**src/rtl/ddc_pkg.sv**
```systemverilog
package ddc_pkg;

    // Commutation phase of the current input sample (order is behaviour)
    typedef enum logic [1:0] {
        PH_I_POS = 2'd0,
        PH_Q_POS = 2'd1,
        PH_I_NEG = 2'd2,
        PH_Q_NEG = 2'd3
    } mix_phase_e;

    localparam int IDX_W = 5;

    // One entry of the multiply schedule
    typedef struct packed {
        logic             is_q;
        logic             pair;
        logic [IDX_W-1:0] a;
        logic [IDX_W-1:0] b;
        logic [IDX_W-1:0] coef;
    } tap_plan_t;

    function automatic mix_phase_e next_phase(input mix_phase_e p);
        case (p)
            PH_I_POS: return PH_Q_POS;
            PH_Q_POS: return PH_I_NEG;
            PH_I_NEG: return PH_Q_NEG;
            default:  return PH_I_POS;
        endcase
    endfunction

    // Steps 0..L-1 serve the in-phase branch (odd taps, centre last),
    // steps L..2L-1 serve the quadrature branch (even taps, all paired).
    function automatic tap_plan_t plan_step(input int step, input int half_len);
        tap_plan_t p;
        int i;
        if (step < half_len) begin
            i      = step;
            p.is_q = 1'b0;
            if (i < half_len - 1) begin
                p.pair = 1'b1;
                p.a    = IDX_W'(i);
                p.b    = IDX_W'(2*half_len - 2 - i);
                p.coef = IDX_W'(2*i + 1);
            end else begin
                p.pair = 1'b0;
                p.a    = IDX_W'(half_len - 1);
                p.b    = IDX_W'(half_len - 1);
                p.coef = IDX_W'(2*half_len - 1);
            end
        end else begin
            i      = step - half_len;
            p.is_q = 1'b1;
            p.pair = 1'b1;
            p.a    = IDX_W'(i);
            p.b    = IDX_W'(2*half_len - 1 - i);
            p.coef = IDX_W'(2*i);
        end
        return p;
    endfunction

endpackage

```
**src/rtl/ddc_commutator.sv**
```systemverilog
module ddc_commutator
    import ddc_pkg::*;
#(
    parameter int SMP_W    = 16,
    parameter int NUM_TAPS = 31
) (
    input  logic                    clk,
    input  logic                    rst,
    input  logic                    in_valid,
    input  logic signed [SMP_W-1:0] in_sample,
    output logic                    push_i,
    output logic                    push_q,
    output logic signed [SMP_W:0]   mixed,
    output logic                    frame_done
);
    localparam int CNT_W = $clog2(NUM_TAPS + 1);

    mix_phase_e       phase;
    logic [CNT_W-1:0] seen;
    logic             negate;
    logic signed [SMP_W:0] ext;

    always_comb begin
        negate = (phase == PH_I_NEG) || (phase == PH_Q_NEG);
        push_i = in_valid && ((phase == PH_I_POS) || (phase == PH_I_NEG));
        push_q = in_valid && ((phase == PH_Q_POS) || (phase == PH_Q_NEG));
        ext    = (SMP_W+1)'(in_sample);
        mixed  = negate ? -ext : ext;
    end

    always_ff @(posedge clk) begin
        if (rst) begin
            phase      <= PH_I_POS;
            seen       <= '0;
            frame_done <= 1'b0;
        end else begin
            frame_done <= 1'b0;
            if (in_valid) begin
                phase <= next_phase(phase);
                if (seen != CNT_W'(NUM_TAPS))
                    seen <= seen + 1'b1;
                frame_done <= (phase == PH_Q_NEG) && (seen == CNT_W'(NUM_TAPS));
            end
        end
    end

endmodule

```
**src/rtl/ddc_branch_store.sv**
```systemverilog
module ddc_branch_store #(
    parameter int MIX_W    = 17,
    parameter int HALF_LEN = 8
) (
    input  logic                    clk,
    input  logic                    rst,
    input  logic                    push_i,
    input  logic                    push_q,
    input  logic signed [MIX_W-1:0] din,
    input  logic                    load,
    output logic signed [MIX_W-1:0] snap_i [0:2*HALF_LEN-2],
    output logic signed [MIX_W-1:0] snap_q [0:2*HALF_LEN-1]
);
    localparam int I_DEP = 2*HALF_LEN - 1;
    localparam int Q_DEP = 2*HALF_LEN;

    logic signed [MIX_W-1:0] line_i [0:I_DEP-1];
    logic signed [MIX_W-1:0] line_q [0:Q_DEP-1];

    for (genvar g = 0; g < I_DEP; g++) begin : g_istage
        if (g == 0) begin : g_head
            always_ff @(posedge clk) begin
                if (rst) begin
                    line_i[g] <= '0;
                    snap_i[g] <= '0;
                end else begin
                    if (push_i) line_i[g] <= din;
                    if (load)   snap_i[g] <= line_i[g];
                end
            end
        end else begin : g_body
            always_ff @(posedge clk) begin
                if (rst) begin
                    line_i[g] <= '0;
                    snap_i[g] <= '0;
                end else begin
                    if (push_i) line_i[g] <= line_i[g-1];
                    if (load)   snap_i[g] <= line_i[g];
                end
            end
        end
    end

    for (genvar g = 0; g < Q_DEP; g++) begin : g_qstage
        if (g == 0) begin : g_head
            always_ff @(posedge clk) begin
                if (rst) begin
                    line_q[g] <= '0;
                    snap_q[g] <= '0;
                end else begin
                    if (push_q) line_q[g] <= din;
                    if (load)   snap_q[g] <= line_q[g];
                end
            end
        end else begin : g_body
            always_ff @(posedge clk) begin
                if (rst) begin
                    line_q[g] <= '0;
                    snap_q[g] <= '0;
                end else begin
                    if (push_q) line_q[g] <= line_q[g-1];
                    if (load)   snap_q[g] <= line_q[g];
                end
            end
        end
    end

endmodule

```
**src/rtl/ddc_mac_engine.sv**
```systemverilog
module ddc_mac_engine
    import ddc_pkg::*;
#(
    parameter int MIX_W     = 17,
    parameter int COEF_W    = 16,
    parameter int HALF_LEN  = 8,
    parameter int FRAC_BITS = 15,
    parameter int OUT_W     = 16,
    parameter logic [COEF_W*2*HALF_LEN-1:0] COEFS = '0
) (
    input  logic                    clk,
    input  logic                    rst,
    input  logic                    start,
    input  logic signed [MIX_W-1:0] snap_i [0:2*HALF_LEN-2],
    input  logic signed [MIX_W-1:0] snap_q [0:2*HALF_LEN-1],
    output logic                    out_valid,
    output logic signed [OUT_W-1:0] out_i,
    output logic signed [OUT_W-1:0] out_q
);
    localparam int N_STEPS = 2*HALF_LEN;
    localparam int STEP_W  = $clog2(N_STEPS);
    localparam int I_IW    = $clog2(2*HALF_LEN - 1);
    localparam int Q_IW    = $clog2(2*HALF_LEN);
    localparam int C_IW    = $clog2(2*HALF_LEN);
    localparam int PRE_W   = MIX_W + 1;
    localparam int PROD_W  = PRE_W + COEF_W;
    localparam int ACC_W   = PROD_W + $clog2(N_STEPS) + 1;

    localparam logic signed [ACC_W-1:0] MAXV =
        {{(ACC_W-OUT_W+1){1'b0}}, {(OUT_W-1){1'b1}}};
    localparam logic signed [ACC_W-1:0] MINV = ~MAXV;
    localparam logic signed [ACC_W-1:0] RND  = ACC_W'(1) << (FRAC_BITS-1);

    logic signed [COEF_W-1:0] coef_tab [0:2*HALF_LEN-1];
    for (genvar g = 0; g < 2*HALF_LEN; g++) begin : g_coef
        assign coef_tab[g] = COEFS[g*COEF_W +: COEF_W];
    end

    logic                     active;
    logic [STEP_W-1:0]        step;
    tap_plan_t                plan;
    logic signed [MIX_W-1:0]  opa, opb;
    logic signed [PRE_W-1:0]  pre;
    logic signed [PROD_W-1:0] prod_c, prod_q;
    logic                     prod_vld;
    logic [STEP_W-1:0]        prod_step;
    logic signed [ACC_W-1:0]  acc_i, acc_q;
    logic                     fin;

    // Sequencer: one schedule step per clock
    always_ff @(posedge clk) begin
        if (rst) begin
            active <= 1'b0;
            step   <= '0;
        end else if (start) begin
            active <= 1'b1;
            step   <= '0;
        end else if (active) begin
            if (step == STEP_W'(N_STEPS-1)) active <= 1'b0;
            else                            step   <= step + 1'b1;
        end
    end

    // Operand select, pre-add and the single shared multiply
    always_comb begin
        plan = plan_step(int'(step), HALF_LEN);
        if (plan.is_q) begin
            opa = snap_q[Q_IW'(plan.a)];
            opb = snap_q[Q_IW'(plan.b)];
        end else begin
            opa = snap_i[I_IW'(plan.a)];
            opb = snap_i[I_IW'(plan.b)];
        end
        if (!plan.pair) opb = '0;
        pre    = PRE_W'(opa) + PRE_W'(opb);
        prod_c = PROD_W'(pre) * PROD_W'(coef_tab[C_IW'(plan.coef)]);
    end

    always_ff @(posedge clk) begin
        if (rst) begin
            prod_q    <= '0;
            prod_vld  <= 1'b0;
            prod_step <= '0;
        end else begin
            prod_q    <= prod_c;
            prod_vld  <= active;
            prod_step <= step;
        end
    end

    // Two branch accumulators
    always_ff @(posedge clk) begin
        if (rst) begin
            acc_i <= '0;
            acc_q <= '0;
            fin   <= 1'b0;
        end else begin
            fin <= prod_vld && (prod_step == STEP_W'(N_STEPS-1));
            if (prod_vld) begin
                if (prod_step == '0)
                    acc_i <= ACC_W'(prod_q);
                else if (prod_step < STEP_W'(HALF_LEN))
                    acc_i <= acc_i + ACC_W'(prod_q);
                else if (prod_step == STEP_W'(HALF_LEN))
                    acc_q <= ACC_W'(prod_q);
                else
                    acc_q <= acc_q + ACC_W'(prod_q);
            end
        end
    end

    function automatic logic signed [OUT_W-1:0] scale(input logic signed [ACC_W-1:0] a);
        logic signed [ACC_W-1:0] r;
        r = (a + RND) >>> FRAC_BITS;
        if (r > MAXV)      return MAXV[OUT_W-1:0];
        else if (r < MINV) return MINV[OUT_W-1:0];
        else               return r[OUT_W-1:0];
    endfunction

    always_ff @(posedge clk) begin
        if (rst) begin
            out_valid <= 1'b0;
            out_i     <= '0;
            out_q     <= '0;
        end else begin
            out_valid <= fin;
            if (fin) begin
                out_i <= scale(acc_i);
                out_q <= scale(acc_q);
            end
        end
    end

endmodule

```
**src/rtl/qrate_ddc.sv**
```systemverilog
module qrate_ddc #(
    parameter int SMP_W     = 16,
    parameter int COEF_W    = 16,
    parameter int NUM_TAPS  = 31,
    parameter int FRAC_BITS = 15,
    parameter logic [COEF_W*(NUM_TAPS+1)/2-1:0] COEFS = {
        16'sd9216, 16'sd8704, 16'sd7424, 16'sd5632,
        16'sd3584, 16'sd1664, 16'sd256,  -16'sd640,
        -16'sd960, -16'sd832, -16'sd448, -16'sd64,
        16'sd160,  16'sd192,  16'sd96,   16'sd16
    }
) (
    input  logic                    clk,
    input  logic                    rst,
    input  logic                    in_valid,
    input  logic signed [SMP_W-1:0] in_sample,
    output logic                    out_valid,
    output logic signed [SMP_W-1:0] out_i,
    output logic signed [SMP_W-1:0] out_q
);
    // NUM_TAPS must be 4*L-1 with L <= 8 (2L multiplies fit in 16 clocks)
    localparam int HALF_LEN = (NUM_TAPS + 1) / 4;
    localparam int MIX_W    = SMP_W + 1;

    logic                    push_i, push_q, frame_done;
    logic signed [MIX_W-1:0] mixed;
    logic signed [MIX_W-1:0] snap_i [0:2*HALF_LEN-2];
    logic signed [MIX_W-1:0] snap_q [0:2*HALF_LEN-1];

    ddc_commutator #(
        .SMP_W   (SMP_W),
        .NUM_TAPS(NUM_TAPS)
    ) u_mix (
        .clk       (clk),
        .rst       (rst),
        .in_valid  (in_valid),
        .in_sample (in_sample),
        .push_i    (push_i),
        .push_q    (push_q),
        .mixed     (mixed),
        .frame_done(frame_done)
    );

    ddc_branch_store #(
        .MIX_W   (MIX_W),
        .HALF_LEN(HALF_LEN)
    ) u_store (
        .clk   (clk),
        .rst   (rst),
        .push_i(push_i),
        .push_q(push_q),
        .din   (mixed),
        .load  (frame_done),
        .snap_i(snap_i),
        .snap_q(snap_q)
    );

    ddc_mac_engine #(
        .MIX_W    (MIX_W),
        .COEF_W   (COEF_W),
        .HALF_LEN (HALF_LEN),
        .FRAC_BITS(FRAC_BITS),
        .OUT_W    (SMP_W),
        .COEFS    (COEFS)
    ) u_mac (
        .clk      (clk),
        .rst      (rst),
        .start    (frame_done),
        .snap_i   (snap_i),
        .snap_q   (snap_q),
        .out_valid(out_valid),
        .out_i    (out_i),
        .out_q    (out_q)
    );

endmodule

```
**config.mk**
```make
export PLATFORM = sky130hd
export DESIGN_NAME = qrate_ddc
export DESIGN_NICKNAME = d
export VERILOG_FILES = /design/src/rtl/ddc_pkg.sv /design/src/rtl/ddc_commutator.sv /design/src/rtl/ddc_branch_store.sv /design/src/rtl/ddc_mac_engine.sv /design/src/rtl/qrate_ddc.sv
export SDC_FILE = /design/constraint.sdc
export NUM_CORES = 2
export LEC_CHECK = 0
export BUFFER_PORTS_ARGS = -buffer_cell sky130_fd_sc_hd__buf_2
export CORE_MARGIN = 8
export CORE_UTILIZATION = 53
export DETAILED_ROUTE_END_ITERATION = 12
export PLACE_DENSITY = 0.67
export SYNTH_ARGS = -nofsm -noshare
export SYNTH_HDL_FRONTEND = slang
export SYNTH_HIERARCHICAL = 1
export SYNTH_SLANG_ARGS = --single-unit
```
**constraint.sdc**
```tcl
create_clock -name clk -period 12.8 [get_ports clk]
set_clock_uncertainty 0.05 [all_clocks]
set_input_delay 1.28 -clock clk [delete_from_list [all_inputs] [get_ports clk]]
set_output_delay 1.28 -clock clk [all_outputs]
set_load 0.05 [all_outputs]
```
==> results.ini <==
[critical_path]
arrival_ns = 11.78
regToRegStartpoint = u_mac/step[1]
critPathKind = reg -> reg
path_depth = 42
slowest_delay_ns = 0.64
cp-start-kind = flop
worstPathBufferInverterCount = 4
crit_required_ns = 13.35
reg2regPathDepth = 42
worstSetupStartpoint = u_mac/step[1]
rrSetupSlack_ns = 1.56
cp_max_fo = 55
cp_top_family = adder cells
critPathMostFrequentCell = fa_1
cp-end-kind = flop
worstReg2RegEnd = u_mac/prod_q[33]
crit_end = u_mac/prod_q[33]
slowest_stage = dfxtp_4

[cells_and_area]
layout_commonest_cell = nor2_1
final-seq-area_mm2 = 0.0294
nets = 5945
multi_input_area_mm2 = 0.0306
fill_cells = 9752
stdcell_area_mm2 = 0.0680
area_growth_pct = 8.85
drive_above_1_share = 0.0976
final_cell_mix = nor2_1 (771), dfxtp_1 (676), mux2i_1 (605), and2_1 (555), edfxtp_1 (527)

[yosys]
synthDominantCellAreaShare = 0.253
synth_area_mm2 = 0.0625
netlist_instances = 5625
seq_area_frac_synth = 0.471
synthArstFlopShare = 0
synthTopCellsByArea = edfxtp_1 (25%), dfxtp_1 (22%), mux2i_1 (9.7%), fa_1 (6.4%), and2_1 (5.6%)
synth_area_per_cell_um2 = 11.1
syn-num-nets = 6028
ys_warn_count = 6
synth_edf_count = 527
ys_ff_latch = 1206
ys.flop_type = dfxtp_1
yosys.area.top_type = edfxtp_1
yosysUniqueCellTypes = 97

[placement]
port_buffers = 51
dp_slack_ns = 1.60
placed_cell_area_mm2 = 0.0637
dp_hpwl_mm = 88.6
place_congestion = 0.890

[global_route]
grt_pass1_wl_mm = 226
grt_pass1_vias = 40748
antenna_found_initial = 2
gr-total-overflow = 0
globalRouteTotalUtil = 0.213
grt_start_max_net_pins = 273

[clocking]
cts.clk_slew.worst_paths_ns = 0.06
cts_tree = done
cts.repair.resized = 0
cts_inserted_buffers = 133
clockBufferDepth = 3
worstSkewPairLatency_ns = 0.74
cts_sinks = 1206
cts-htree-levels = 4
cts-root-buf = clkbuf_16
hold_buffers = 0
cts_setup_buffers = 0

[routing]
wl_met1_mm = 64.6
antenna_left = 0
wl_per_cell_um = 19.6
via_per_inst = 5.69
routed-wl-met3_mm = 7.44
drt_wl_total_mm = 141
dr.pass1.iters = 5
vias = 40884
drcViolationCount = 0
dr_wl_met2_mm = 65.6
top_layer_used = met4
drt_iter0_drc = 2988

[timing]
rsz0062_at_grt = no
period_share = 0.878
final-setup-viol-count = 0
fmax_mhz = 89.0
final_max_slew_viol_count = 0
hold_ws_ns = 0.405
tightestPinTransition_ns = 1.14
max_slew_margin = 0.240
setup_ws_ns = 1.56
fin_setup_tns_ns = 0
finalHoldViolCount = 0
fin_crit_ns = 11.24

[flow_run]
drv_cap = 0

[die]
rows = 126
die-height_um = 359
fp.dieArea_mm2 = 0.129
die_w_um = 359
start_util = 0.532
core_mm2 = 0.117
io_pins = 52

[power_and_ir_drop]
total_power_mw = 8.20
power_density_mw_per_mm2 = 121
vdd_drop_max_v = 0.000128
total_leakage_power_nw = 26.1

[hold_path]
min_path_type = reg -> reg

[outcome]
outcome = finished, final reports clean

## power by group
part,switching (mW),total [mW],internal [mW]
sequential,0.0668,4.24,4.18
clock,1.59,3.75,2.16
combinational,0.158,0.207,0.0490
total,1.82,8.20,6.38
## cell type report
cell class | count | area share
Clock inverter | 64 | 0.00949
Sequential cell | 1206 | 0.433
Antenna cell | 1 | 0.0000368
Inverter | 230 | 0.0127
Multi-Input combinational cell | 3852 | 0.450
Clock buffer | 183 | 0.0540
Timing Repair Buffer | 119 | 0.0127
Tap cell | 1536 | 0.0283
## layer usage
layer / vias up / global-route usage
met3: 226 / 0.0335
met2: 1014 / 0.345
li1: 19317 / -
met5: - / 0
met1: 20327 / 0.299
met4: 0 / 0.0561
## logic make-up (layout without fill, tap and decap cells)
logic type | after synthesis | after routing | share of synthesized area
other cells | 0 | 1 | 0
buf+inv | 567 | 596 | 0.0404
xor+xnor | 159 | 159 | 0.0224
fa+ha+maj | 384 | 384 | 0.101
flops | 1206 | 1206 | 0.471
mux | 756 | 756 | 0.151
compound gates | 563 | 563 | 0.0621
simple gates | 1990 | 1990 | 0.152
## worst register-to-register path: cells and delay by family, from the launching register on
family / cells / cell delay (ns)
flip-flops: 1 / 0.64
AND/OR/NAND/NOR: 8 / 0.92
adder cells (fa/ha/maj): 10 / 4.18
buffers and inverters: 4 / 0.58
multiplexers: 2 / 1.10
XOR/XNOR: 1 / 0.15
AO/OA/AOI/OAI: 17 / 3.48
## sequential cells by signal (all words and copies together), names as in the netlist, 2 cells and up
signal and count:
u_mix/seen 5, u_store/line_q 272, u_mac/prod_step 4, u_mac/acc_i 35, u_store/snap_i 255, u_mix/phase 2
u_mac/acc_q 35, u_mac/prod_q 30, u_mac/step 4, u_mac/out_i 16, u_store/snap_q 272, u_store/line_i 255
u_mac/out_q 16
## through the flow
| stage | cells | util |
|---|---|---|
| floorplan | 5625 | - |
| global placement | 6943 | 0.542 |
| detailed placement | 6943 | 0.542 |
| CTS | 7190 | 0.579 |
| global route | 7190 | 0.579 |
| finish | 7191 | 0.579 |
## cell usage after synthesis, drive strengths merged, types with 5 or more instances
cell type  number
or3            20
a211oi         46
mux2i         605
a22oi           5
and2          555
clkbuf        198
o21a           13
or2             8
o31ai          14
nor3           70
a21boi          5
nor2b          32
nor4            5
a221oi         12
ha            185
nor2          778
a31oi          26
a21o           48
and3           18
nand2         382
buf           137
xor2           56
inv           229
o221ai         16
dfxtp         679
o211ai         16
a41oi           5
edfxtp        527
xnor2         103
a21oi         137
o2111ai        10
o41ai           7
o21ai         136
nand4          14
a31o            5
o21bai         16
nand3          65
mux4          149
and4            7
nand2b         21
a311oi         25
fa            199
## worst min path at each step
stage,start,to,slack [ns],depth (start not counted)
3_3_place_gp,u_mac/acc_i[11],u_mac/acc_i[11],0.40,2
6_report,u_mac/acc_i[11],u_mac/acc_i[11],0.41,2
2_1_floorplan,u_mac/acc_i[11],u_mac/acc_i[11],0.39,2
3_5_place_dp,u_mac/acc_i[11],u_mac/acc_i[11],0.40,2
5_1_grt,u_mac/acc_i[11],u_mac/acc_i[11],0.43,2
4_1_cts,u_mac/acc_i[11],u_mac/acc_i[11],0.41,2
Power figures use the tool's default switching activity.
